**config.mk**
```make
export PLATFORM = sky130hd
export DESIGN_NAME = xlat_buf
export DESIGN_NICKNAME = d
export VERILOG_FILES = /design/src/rtl/xlat_pkg.sv /design/src/rtl/xlat_rst_sync.sv /design/src/rtl/xlat_cam.sv /design/src/rtl/xlat_lru.sv /design/src/rtl/xlat_buf.sv
export SDC_FILE = /design/constraint.sdc
export NUM_CORES = 1
export LEC_CHECK = 0
export BUFFER_PORTS_ARGS = -buffer_cell sky130_fd_sc_hd__buf_2
export CAP_MARGIN = 20
export CORE_MARGIN = 2
export CORE_UTILIZATION = 30
export CTS_BUF_LIST = sky130_fd_sc_hd__clkbuf_8 sky130_fd_sc_hd__clkbuf_16
export DETAILED_ROUTE_END_ITERATION = 6
export PLACE_DENSITY = 0.56
export SYNTH_ARGS = -nofsm -noshare
export SYNTH_HDL_FRONTEND = slang
export SYNTH_SLANG_ARGS = --single-unit
export TNS_END_PERCENT = 1
```
**constraint.sdc**
```tcl
create_clock -name clk -period 3.5 [get_ports clk]
set_clock_uncertainty 0.05 [all_clocks]
set_input_delay 0.175 -clock clk [delete_from_list [all_inputs] [get_ports clk]]
set_output_delay 0.175 -clock clk [all_outputs]
set_load 0.05 [all_outputs]
```
**src/rtl/xlat_pkg.sv**
```systemverilog
package xlat_pkg;
  // Per-entry control flags held next to each translation
  typedef struct packed {
    logic present;
    logic dirty;
    logic rd;
    logic wr;
  } pte_flags_t;
endpackage

```
**src/rtl/xlat_rst_sync.sv**
```systemverilog
module xlat_rst_sync (
  input  logic clk,
  input  logic rst_n,
  output logic rst_sync_n
);
  logic stage_q;
  logic out_q;

  always_ff @(posedge clk or negedge rst_n) begin
    if (!rst_n) begin
      stage_q <= 1'b0;
      out_q   <= 1'b0;
    end else begin
      stage_q <= 1'b1;
      out_q   <= stage_q;
    end
  end

  assign rst_sync_n = out_q;
endmodule

```
**src/rtl/xlat_cam.sv**
```systemverilog
module xlat_cam #(
  parameter int N             = 8,
  parameter int KEY_W         = 20,
  parameter bit CHECK_PRESENT = 1'b1,
  localparam int IDX_W        = $clog2(N)
) (
  input  logic             clk,
  input  logic             rst_n,
  input  logic [KEY_W-1:0] key_i,
  input  logic [KEY_W-1:0] tag_i [N],
  input  logic [N-1:0]     valid_i,
  input  logic [N-1:0]     present_i,
  output logic [N-1:0]     match_o,
  output logic             any_o,
  output logic [IDX_W-1:0] idx_o
);
  for (genvar i = 0; i < N; i++) begin : g_cmp
    if (CHECK_PRESENT) begin : g_pres
      assign match_o[i] = valid_i[i] & present_i[i] & (tag_i[i] == key_i);
    end else begin : g_nopres
      assign match_o[i] = valid_i[i] & (tag_i[i] == key_i);
    end
  end

  assign any_o = |match_o;

  always_comb begin
    idx_o = '0;
    for (int i = 0; i < N; i++) begin
      if (match_o[i]) idx_o = IDX_W'(i);
    end
  end

  // the table never holds two live copies of one page
  a_r2_single_match: assert property (@(posedge clk) disable iff (!rst_n)
    $onehot0(match_o));
endmodule

```
**src/rtl/xlat_lru.sv**
```systemverilog
module xlat_lru #(
  parameter int N      = 8,
  localparam int IDX_W = $clog2(N)
) (
  input  logic             clk,
  input  logic             rst_n,
  input  logic             touch_i,
  input  logic [IDX_W-1:0] touch_idx_i,
  output logic [IDX_W-1:0] victim_o
);
  localparam logic [IDX_W-1:0] OLDEST = IDX_W'(N - 1);

  logic [IDX_W-1:0] age_q [N];
  logic [IDX_W-1:0] age_d [N];
  logic [N-1:0]     is_oldest;

  // Ages form a permutation; a touched slot becomes 0, younger ones age by one
  always_comb begin
    for (int i = 0; i < N; i++) begin
      age_d[i] = age_q[i];
      if (touch_i) begin
        if (IDX_W'(i) == touch_idx_i)
          age_d[i] = '0;
        else if (age_q[i] < age_q[touch_idx_i])
          age_d[i] = age_q[i] + 1'b1;
      end
    end
  end

  always_ff @(posedge clk or negedge rst_n) begin
    if (!rst_n) begin
      for (int i = 0; i < N; i++) age_q[i] <= IDX_W'(i);
    end else if (touch_i) begin
      for (int i = 0; i < N; i++) age_q[i] <= age_d[i];
    end
  end

  for (genvar i = 0; i < N; i++) begin : g_old
    assign is_oldest[i] = (age_q[i] == OLDEST);
  end

  always_comb begin
    victim_o = '0;
    for (int i = 0; i < N; i++) begin
      if (is_oldest[i]) victim_o = IDX_W'(i);
    end
  end

  // exactly one slot is the least recently used at all times
  a_r8_one_oldest: assert property (@(posedge clk) disable iff (!rst_n)
    $countones(is_oldest) == 1);
endmodule

```
**src/rtl/xlat_buf.sv**
```systemverilog
module xlat_buf #(
  parameter int VA_W       = 32,
  parameter int PA_W       = 32,
  parameter int PAGE_BYTES = 4096,
  parameter int ENTRIES    = 8,
  localparam int OFF_W     = $clog2(PAGE_BYTES),
  localparam int VPN_W     = VA_W - OFF_W,
  localparam int PFN_W     = PA_W - OFF_W
) (
  input  logic             clk,
  input  logic             rst_n,
  input  logic             flush_i,
  input  logic             req_valid_i,
  input  logic             req_write_i,
  input  logic [VA_W-1:0]  req_vaddr_i,
  output logic             resp_hit_o,
  output logic             resp_miss_o,
  output logic             resp_fault_o,
  output logic             resp_dirty_o,
  output logic [PA_W-1:0]  resp_paddr_o,
  input  logic             fill_valid_i,
  input  logic [VPN_W-1:0] fill_vpn_i,
  input  logic [PFN_W-1:0] fill_pfn_i,
  input  logic             fill_present_i,
  input  logic             fill_dirty_i,
  input  logic             fill_rd_i,
  input  logic             fill_wr_i
);
  import xlat_pkg::*;

  localparam int IDX_W = $clog2(ENTRIES);

  logic rst_q_n;

  logic [VPN_W-1:0]   vpn_q [ENTRIES];
  logic [PFN_W-1:0]   pfn_q [ENTRIES];
  pte_flags_t         flg_q [ENTRIES];
  logic [ENTRIES-1:0] valid_q, valid_d;

  logic [ENTRIES-1:0] present_v, dirty_v;
  logic [ENTRIES-1:0] look_match, fill_match;
  logic               look_any, fill_any;
  logic [IDX_W-1:0]   look_idx, fill_idx;
  logic [IDX_W-1:0]   victim_idx, free_idx, fill_slot;
  logic               free_any;

  logic [VPN_W-1:0]   req_vpn;
  logic [OFF_W-1:0]   req_off;
  pte_flags_t         sel_flg;
  logic               perm_ok;

  logic               fill_en, dirty_en;
  logic               lru_touch;
  logic [IDX_W-1:0]   lru_idx;

  xlat_rst_sync u_rst (
    .clk        (clk),
    .rst_n      (rst_n),
    .rst_sync_n (rst_q_n)
  );

  assign req_vpn = req_vaddr_i[VA_W-1:OFF_W];
  assign req_off = req_vaddr_i[OFF_W-1:0];

  for (genvar i = 0; i < ENTRIES; i++) begin : g_flags
    assign present_v[i] = flg_q[i].present;
    assign dirty_v[i]   = flg_q[i].dirty;
  end

  // Lookup compare: only present entries may hit
  xlat_cam #(.N(ENTRIES), .KEY_W(VPN_W), .CHECK_PRESENT(1'b1)) u_look_cam (
    .clk       (clk),
    .rst_n     (rst_q_n),
    .key_i     (req_vpn),
    .tag_i     (vpn_q),
    .valid_i   (valid_q),
    .present_i (present_v),
    .match_o   (look_match),
    .any_o     (look_any),
    .idx_o     (look_idx)
  );

  // Refill compare: any valid copy of the page is overwritten in place
  xlat_cam #(.N(ENTRIES), .KEY_W(VPN_W), .CHECK_PRESENT(1'b0)) u_fill_cam (
    .clk       (clk),
    .rst_n     (rst_q_n),
    .key_i     (fill_vpn_i),
    .tag_i     (vpn_q),
    .valid_i   (valid_q),
    .present_i (present_v),
    .match_o   (fill_match),
    .any_o     (fill_any),
    .idx_o     (fill_idx)
  );

  xlat_lru #(.N(ENTRIES)) u_lru (
    .clk         (clk),
    .rst_n       (rst_q_n),
    .touch_i     (lru_touch),
    .touch_idx_i (lru_idx),
    .victim_o    (victim_idx)
  );

  // Response path
  always_comb begin
    sel_flg = flg_q[look_idx];
    perm_ok = req_write_i ? sel_flg.wr : sel_flg.rd;
    resp_hit_o   = req_valid_i & look_any & perm_ok;
    resp_fault_o = req_valid_i & look_any & ~perm_ok;
    resp_miss_o  = req_valid_i & ~look_any;
    resp_dirty_o = resp_hit_o & sel_flg.dirty;
    resp_paddr_o = resp_hit_o ? {pfn_q[look_idx], req_off} : '0;
  end

  // Lowest free slot
  always_comb begin
    free_any = ~&valid_q;
    free_idx = '0;
    for (int i = ENTRIES - 1; i >= 0; i--) begin
      if (!valid_q[i]) free_idx = IDX_W'(i);
    end
  end

  // Control: flush beats refill; refill beats the dirty update on one slot
  always_comb begin
    fill_slot = fill_any ? fill_idx : (free_any ? free_idx : victim_idx);
    fill_en   = fill_valid_i & ~flush_i;
    dirty_en  = resp_hit_o & req_write_i & ~flush_i &
                ~(fill_en && (fill_slot == look_idx));
    lru_touch = ~flush_i & (fill_valid_i | resp_hit_o);
    lru_idx   = fill_valid_i ? fill_slot : look_idx;

    valid_d = valid_q;
    if (flush_i)      valid_d = '0;
    else if (fill_en) valid_d[fill_slot] = 1'b1;
  end

  always_ff @(posedge clk or negedge rst_q_n) begin
    if (!rst_q_n) valid_q <= '0;
    else          valid_q <= valid_d;
  end

  // Entry payload: enabled writes, no reset
  always_ff @(posedge clk) begin
    if (fill_en) begin
      vpn_q[fill_slot] <= fill_vpn_i;
      pfn_q[fill_slot] <= fill_pfn_i;
      flg_q[fill_slot] <= '{present: fill_present_i, dirty: fill_dirty_i,
                            rd: fill_rd_i, wr: fill_wr_i};
    end
    if (dirty_en) flg_q[look_idx].dirty <= 1'b1;
  end

  // an unmatched request is always reported as a miss
  a_r3_nomatch_is_miss: assert property (@(posedge clk) disable iff (!rst_q_n)
    (req_valid_i && !look_any) |-> (resp_miss_o && !resp_hit_o && !resp_fault_o));

  // a hit only comes from an entry flagged present
  a_r4_hit_needs_present: assert property (@(posedge clk) disable iff (!rst_q_n)
    resp_hit_o |-> ((look_match & present_v) != '0));

  // a faulting access does not mark anything modified
  a_r5_fault_keeps_dirty: assert property (@(posedge clk) disable iff (!rst_q_n)
    (resp_fault_o && !fill_valid_i && !flush_i) |=> $stable(dirty_v));

  // an allowed write leaves its entry modified
  a_r6_write_sets_dirty: assert property (@(posedge clk) disable iff (!rst_q_n)
    (resp_hit_o && req_write_i && !flush_i && !fill_valid_i)
      |=> ((dirty_v & $past(look_match)) != '0));

  // flush empties the table at the next edge
  a_r9_flush_empties: assert property (@(posedge clk) disable iff (!rst_q_n)
    flush_i |=> (valid_q == '0));

  // idle request gives quiet outputs
  a_r11_idle_quiet: assert property (@(posedge clk) disable iff (!rst_q_n)
    !req_valid_i |-> !(resp_hit_o || resp_miss_o || resp_fault_o || resp_dirty_o));
endmodule

```
Word level (Yosys, flattened, before mapping)

Memories as Yosys holds them, arrays and structs flattened.
Index checks and enable logic that the tools add are counted.

Reductions and logical operators: 24
Equality and inequality tests: 31
Muxes and demuxes: 64
Bitwise gates (word level): 42
Add/subtract/negate cells: 8
Multiply operators: 0
Shifts and indexed selects: 0
Div/mod/pow operators: 0
Magnitude comparators: 13

Operators with widths:

| operator                                                                      | count |
|---|---|
| 20-bit == test                                                                | 16 |
| 160-bit bitwise mux                                                           | 1 |
| 3-bit two-way mux                                                             | 41 |
| 20-bit demux with 3-bit select                                                | 1 |
| 1-bit bitwise AND                                                             | 34 |
| 32-bit two-way mux                                                            | 1 |
| 3-bit by 1-bit adder with 3-bit output (second input constant)                | 8 |
| 3-bit less-than comparator                                                    | 8 |
| 3-bit == test (second input constant)                                         | 7 |
| 20-bit two-way mux                                                            | 1 |
| 2-bit nonzero test                                                            | 9 |
| 8-bit two-way mux                                                             | 2 |
| 2-bit AND reduction                                                           | 8 |
| 8-bit OR reduction                                                            | 2 |
| 3-bit == test (first input constant)                                          | 4 |
| 2-bit two-way mux                                                             | 6 |
| 3-bit binary-select mux with 3-bit select                                     | 1 |
| 1-bit two-way mux                                                             | 9 |
| 4-bit greater-or-equal comparator (second input constant)                     | 2 |
| 3-bit NOT with 4-bit output                                                   | 2 |
| 8-bit bitwise OR                                                              | 1 |
| 8-bit AND reduction                                                           | 1 |
| 2-bit by 3-bit == test with 1-bit output (first input constant)               | 2 |
| 3-bit by 4-bit less-than comparator with 1-bit output (second input constant) | 1 |
| 9 further kinds                                                               | 14 |

Latch bits: 0
Memories: 2
ROM bits: 0
Output and inout port bits: 36
Bits in registers: 194
Bits in writable memories: 192

Memory list:

| name  | words | width | read ports | clocked after memory_dff | write ports | line           | RTL |
|---|---|---|---|---|---|---|---|
| pfn_q | 8     | 20    | 1          | 0                        | 1           | xlat_buf.sv:36 | `logic [PFN_W-1:0] pfn_q [ENTRIES];` |
| flg_q | 8     | 4     | 9          | 0                        | 2           | xlat_buf.sv:37 | `pte_flags_t flg_q [ENTRIES];` |

Logic depth before layout (Yosys ltp)

Depth after elaboration: 18
Mapped depth: 21
Mapped depth without buffers: 18

Modules after synthesis

From an unflattened synthesis, not the netlist that was laid out.

Cell total of the unflattened synthesis: 1,323
Area total of the unflattened synthesis: 18,600.3 sq um

By module, submodules not included:

| module                 | sequential area each (sq um) | cells each | instances | area each (sq um) |
|---|---|---|---|---|
| xlat_buf               | 10,690.3                     | 634        | 1         | 12,469.5 |
| xlat_cam at u_fill_cam | 0.0                          | 252        | 1         | 2,059.5 |
| xlat_cam at u_look_cam | 0.0                          | 251        | 1         | 2,026.9 |
| xlat_lru               | 615.6                        | 183        | 1         | 1,990.7 |
| xlat_rst_sync          | 50.0                         | 3          | 1         | 53.8 |

Worst setup path before layout

No wires, ideal clock.

Path kind: register to register
Start: register vpn_q[61] in the netlist's numbering
End: memory flg_q[5][2] in the netlist's numbering
Path buffers: 2
Cell stages (with the launch flop): 13
Data required time: 3.321 ns
Arrival time: 5.770 ns
Library setup time: 0.129 ns
Clock period less this slack: 5.949 ns
Setup slack: -2.449 ns
Cell sequence: edfxtp_1 > xor2_1 > nor4_1 > nand4_1 > nor4_1 > buf_2 > nor2_1 > a211oi_1 > clkbuf_1 > inv_1 > nor3_1 > mux2i_1 > o31ai_1

RTL lines:

| element                           | line            | RTL |
|---|---|---|
| from (decl)                       | xlat_buf.sv:35  | `logic [VPN_W-1:0] vpn_q [ENTRIES];` |
| from (signal, indexed assignment) | xlat_buf.sv:146 | `vpn_q[fill_slot] <= fill_vpn_i;` |
| to (decl)                         | xlat_buf.sv:37  |  |

Worst setup path in the final report

Start: register vpn_q[59] in the netlist's numbering
End: output port resp_paddr_o[31]

Cells in the longest elaborated chain, start to end: 9

RTL lines:

| element                         | line            | RTL |
|---|---|---|
| 20-bit == test *                | xlat_cam.sv:19  | `assign match_o[i] = valid_i[i] & present_i[i] & (tag_i[i] == key_i);` |
| 1-bit bitwise AND *             | xlat_cam.sv:19  |  |
| 3-bit two-way mux (3 in series) | xlat_cam.sv:30  | `if (match_o[i]) idx_o = IDX_W'(i);` |
| memory 8 x 4 bit                | -               |  |
| 1-bit two-way mux               | xlat_buf.sv:107 | `perm_ok = req_write_i ? sel_flg.wr : sel_flg.rd;` |
| 1-bit bitwise AND               | xlat_buf.sv:108 | `resp_hit_o = req_valid_i & look_any & perm_ok;` |
| 32-bit two-way mux *            | xlat_buf.sv:112 | `resp_paddr_o = resp_hit_o ? {pfn_q[look_idx], req_off} : '0;` |
| to (decl)                       | xlat_buf.sv:20  | `output logic [PA_W-1:0] resp_paddr_o,` |

Every way passes the cells marked *; elsewhere a longest branch is shown, timed or not.

==> summary.md <==
| Metric | Value |
|---|---|
| Run status | `complete, but fails checks` |
| Failing checks | `DRC, setup timing` |
| Die height | `263.9 um` |
| Number of max-cap violations | `0` |
| CTS Root Buffer Type | `clkbuf_16` |
| # fillers | `between 6,000 and 7,000` |
| Hold WS | `0.03137 ns` |
| Footprint of the multi-input gates | `8980 um^2` |
| Critical path peak fanout | `25` |
| Max Root-Sink Buffers | `3` |
| Synth warn | `0` |
| Hold crit path type | `in -> reg` |
| Tmin final | `4.541 ns` |
| Worst slew pin tran | `~1.0 ns` |
| I/O Pins | `118` |
| Most used cell, CP | `buf_12` |
| Seq pwr share | `around two fifths` |
| Final instance area | `29,080 um^2` |
| Syn_area_per_cell | `12.17 um^2` |
| Total power | `13.86 mW` |
| # setup viols final | `68` |
| Total Die Area | `69,660 um^2` |
| LEAKAGE | `11.15 nW` |
| Crit path launch | `vpn_q[59]$_DFFE_PP_` |
| DR iter-0 viols | `1,327` |
| I/O Buffers | `117` |
| Pre-CTS setup slack | `-1.141 ns` |
| Post-route DRC | `1` |
| Rows | `95` |
| Fin crit share | `129.8%` |
| GP Congestion | `0.9338` |
| HP Start | `req_write_i` |
| RSZ-0062 raised after global routing | `yes` |
| Crit path cell chain | `xor2_1, or4_1, or4_4, or2_4, buf_12, nand4_1, a211o_1, o221a_1, o2bb2ai_2, and2_4, buf_6, nor4bb_4, buf_4, buf_12` |
| Post-synthesis cell area | `20,270 um^2` |
| DPL Wire Length | `55,650 um` |
| Fraction of registers with async set/reset | `approximately 9%` |
| CTS tree | `done` |
| Critical Path Source Type | `flip-flop` |
| Core Util, Final | `43.38%` |
| DRT Pass-1 Iters | `7` |
| All-Layer GR Usage | `21.17%` |
| Psw | `3.935 mW` |
| Cells after synthesis | `1,665` |
| Initial Util | `30.24%` |
| Vias after detailed routing | `16,618` |
| Vias in the first global route | `approximately 17,000` |
| Critical path class | `reg -> out` |
| Post-synth EDFFs | `344` |
| Setup crit end kind | `output pin` |
| Layout cell share with drive strength beyond 1 | `37.10%` |
| Final setup TNS | `-53.79 ns` |
| Area delta synth->final | `43.47%` |
| DP Area | `26,330 um^2` |
| Hold Fails Final Rpt | `0` |
| Register area share after synthesis | `a little under three fifths` |
| Critical Path RT | `3.27 ns` |
| Max_slew headroom | `33.03%` |
| FF/Latch Area | `11,360 um^2` |
| Part of the power in the clock network | `36.2%` |
| Worst-path clk slew | `0.06 ns` |
| Clock latency on the worst-skew pair | `approximately 0.61 ns` |
| Distinct cell type count after synthesis | `86` |
| Net Sw Frac | `between 20 and 30%` |
| CP arrival | `4.32 ns` |
| FF+latch count, synth | `approximately 390` |
| Synth Flop Type | `edfxtp_1` |
| Global-route wire length before repair | `110,200 um` |
| Sink Count | `386` |
| Finished Layout Cells | `between 3,000 and 4,000` |
| H-tree depth | `2` |
| Final setup margin | `-1.041 ns` |
| Slowest-stage cell, CP | `or4_4` |
| Logic pwr share | `between 20% and 30%` |
| DR WL/cell | `between 20 and 25 um` |
| CP Buf/Inv Count | `4` |
| Routed wire length | `75,120 um` |
| Initial antenna violation count | `1` |
| Worst-case vdd ir drop | `approximately 0.00033 V` |
| Max Freq | `around 220 MHz` |
| Power Density | `between 400 and 500 nW/um^2` |
| Int Power | `9.922 mW` |
| Post-synth net total | `around 1,800` |
| R2R Path Start | `vpn_q[59]$_DFFE_PP_` |
| Placed insts | `about 3,000` |
| Via-per-instance ratio | `5.137` |
| CP max stage delay | `between 0.5 and 0.6 ns` |
| Core ar. | `around 67,000 um^2` |
| Pins over their slew limit | `0` |
| Post-route ant nets | `0` |
| Delay-heaviest family, CP | `simple AND/OR/NAND/NOR gates` |
| Total gr overflow | `0` |
| Total Nets Final | `between 2,000 and 2,500` |
| CTS Buf Count | `47` |
| Die width | `263.9 um` |
| Largest net degree at the start of global routing | `41` |
cell usage after synthesis (5+ instances only):
library cell	instances	share of area, %
a211oi_1	15	0.56
a21o_1	11	0.41
a21oi_1	31	0.77
and2_1	17	0.52
and3_1	18	0.56
and4_1	5	0.22
buf_2	43	1.1
buf_4	6	0.22
clkbuf_1	43	0.80
dfrtp_1	22	2.7
dfstp_2	12	1.6
dfxtp_1	8	0.79
edfxtp_1	344	51
ha_1	23	1.4
inv_1	26	0.48
mux2_2	23	1.3
mux2i_1	26	1.3
nand2_1	104	1.9
nand3_1	29	0.72
nand4_1	61	1.9
nor2_1	76	1.4
nor2b_1	5	0.15
nor3_1	53	1.3
nor3b_1	5	0.19
nor4_1	70	2.2
nor4b_1	5	0.22
nor4bb_1	8	0.40
o211ai_1	14	0.52
o21ai_0	30	0.74
o221ai_1	10	0.43
o22ai_1	18	0.56
o311a_1	6	0.30
o31ai_1	39	1.4
o41ai_1	13	0.56
or2_2	5	0.15
or3_1	10	0.31
or4_1	13	0.48
xnor2_1	147	6.4
xor2_1	176	7.6
worst reg2reg max path, stage by stage (launching register included):
cell	delay [ns]
edfxtp_1	0.43
xor2_1	0.18
or4_1	0.52
or4_4	0.56
or2_4	0.29
a311oi_2	0.19
buf_4	0.18
a21o_1	0.16
mux4_2	0.55
a21oi_4	0.23
buf_4	0.17
ha_4	0.21
nand2_1	0.06
o21ai_1	0.09
o211a_1	0.22
a221o_1	0.25
area by class of cell:
class,count,share of cell area [%]
clock inverters,37,1.205
diodes,1,0.008605
clock buffers,51,4.272
well taps,873,3.756
inverters,27,0.3571
flip-flops and latches,386,39.05
multi-input cells,1153,30.88
repair buffers,707,20.47
cell families (layout without fill, tap and decap cells):
| group | Yosys count | after routing | share of synthesized area [%] |
|---|---|---|---|
| and+or+nand+nor | 505 | 505 | 13.56 |
| DFF | 386 | 386 | 56.02 |
| xor gates and xnor gates | 323 | 323 | 13.96 |
| AOI/OAI and AO/OA | 248 | 248 | 9.204 |
| buffers and inverters | 126 | 822 | 2.858 |
| muxes | 53 | 53 | 2.963 |
| adders and majority gates | 23 | 23 | 1.420 |
| other | 1 | 2 | 0.01850 |
per-layer routing:
metal  GRT usage [%]  wire, um  vias to the layer above
li1                -         -                     7665
met1           28.84     33590                     8361
met2           35.41     35660                      474
met3           2.386      3497                      118
met4           6.357      2373                        0
met5               0         0                        -
cells in the final DEF (no fill, tap or decap), types with 17 or more instances in the layout:
master	count
nor3_1	51
buf_12	46
edfxtp_1	344
clkbuf_16	48
o22ai_1	18
nand3_1	28
o31ai_1	35
nor2_1	71
buf_6	24
xor2_1	175
nand2_1	103
mux2_2	21
nor4_2	17
dfrtp_1	22
a21oi_1	29
dlygate4sd3_1	48
nor4_1	52
nand4_1	61
o21ai_0	21
mux2i_1	24
xnor2_1	140
buf_4	499
buf_2	81
inv_1	33
power groups by stage:
stage	clock [mW]	sequential, mW	combinational, mW
final	5.02	5.39	3.44
after global routing	5.27	5.41	3.72
after CTS	5.11	5.39	3.32
after detailed placement	0	5.48	3.13
after global placement	0	5.47	3.08
after floorplan	0	5.56	1.63
flip-flops by register name, summed over array words and instances, names as in the netlist:
name              count
flg_q                32
u_lru.age_q          24
pfn_q               160
valid_q               8
vpn_q               160
u_rst.rst_sync_n      1
u_rst.stage_q         1
repair_timing:
action	CTS	global route
setup endpoints to repair	313	420
hold endpoints to repair	239	0
hold buffers	50	0
buffers inserted	6	3
pin swaps	14	18
gates resized for setup	107	46
path summary, 6_finish.rpt:
kind	end	slack (ns)	cells past startpoint
max	resp_paddr_o[31]	-1.04	14
min	flg_q[6][2]$_DFF_P_	0.03	4
max reg2reg	u_lru.age_q[20]$_DFFE_PN0P_	-0.99	15
min reg2reg	u_lru.age_q[10]$_DFFE_PN0P_	0.19	0
max in group asynchronous	u_lru.age_q[16]$_DFFE_PN1P_	2.58	1
min in group asynchronous	u_lru.age_q[10]$_DFFE_PN0P_	0.19	0
Power figures use the tool's default switching activity.
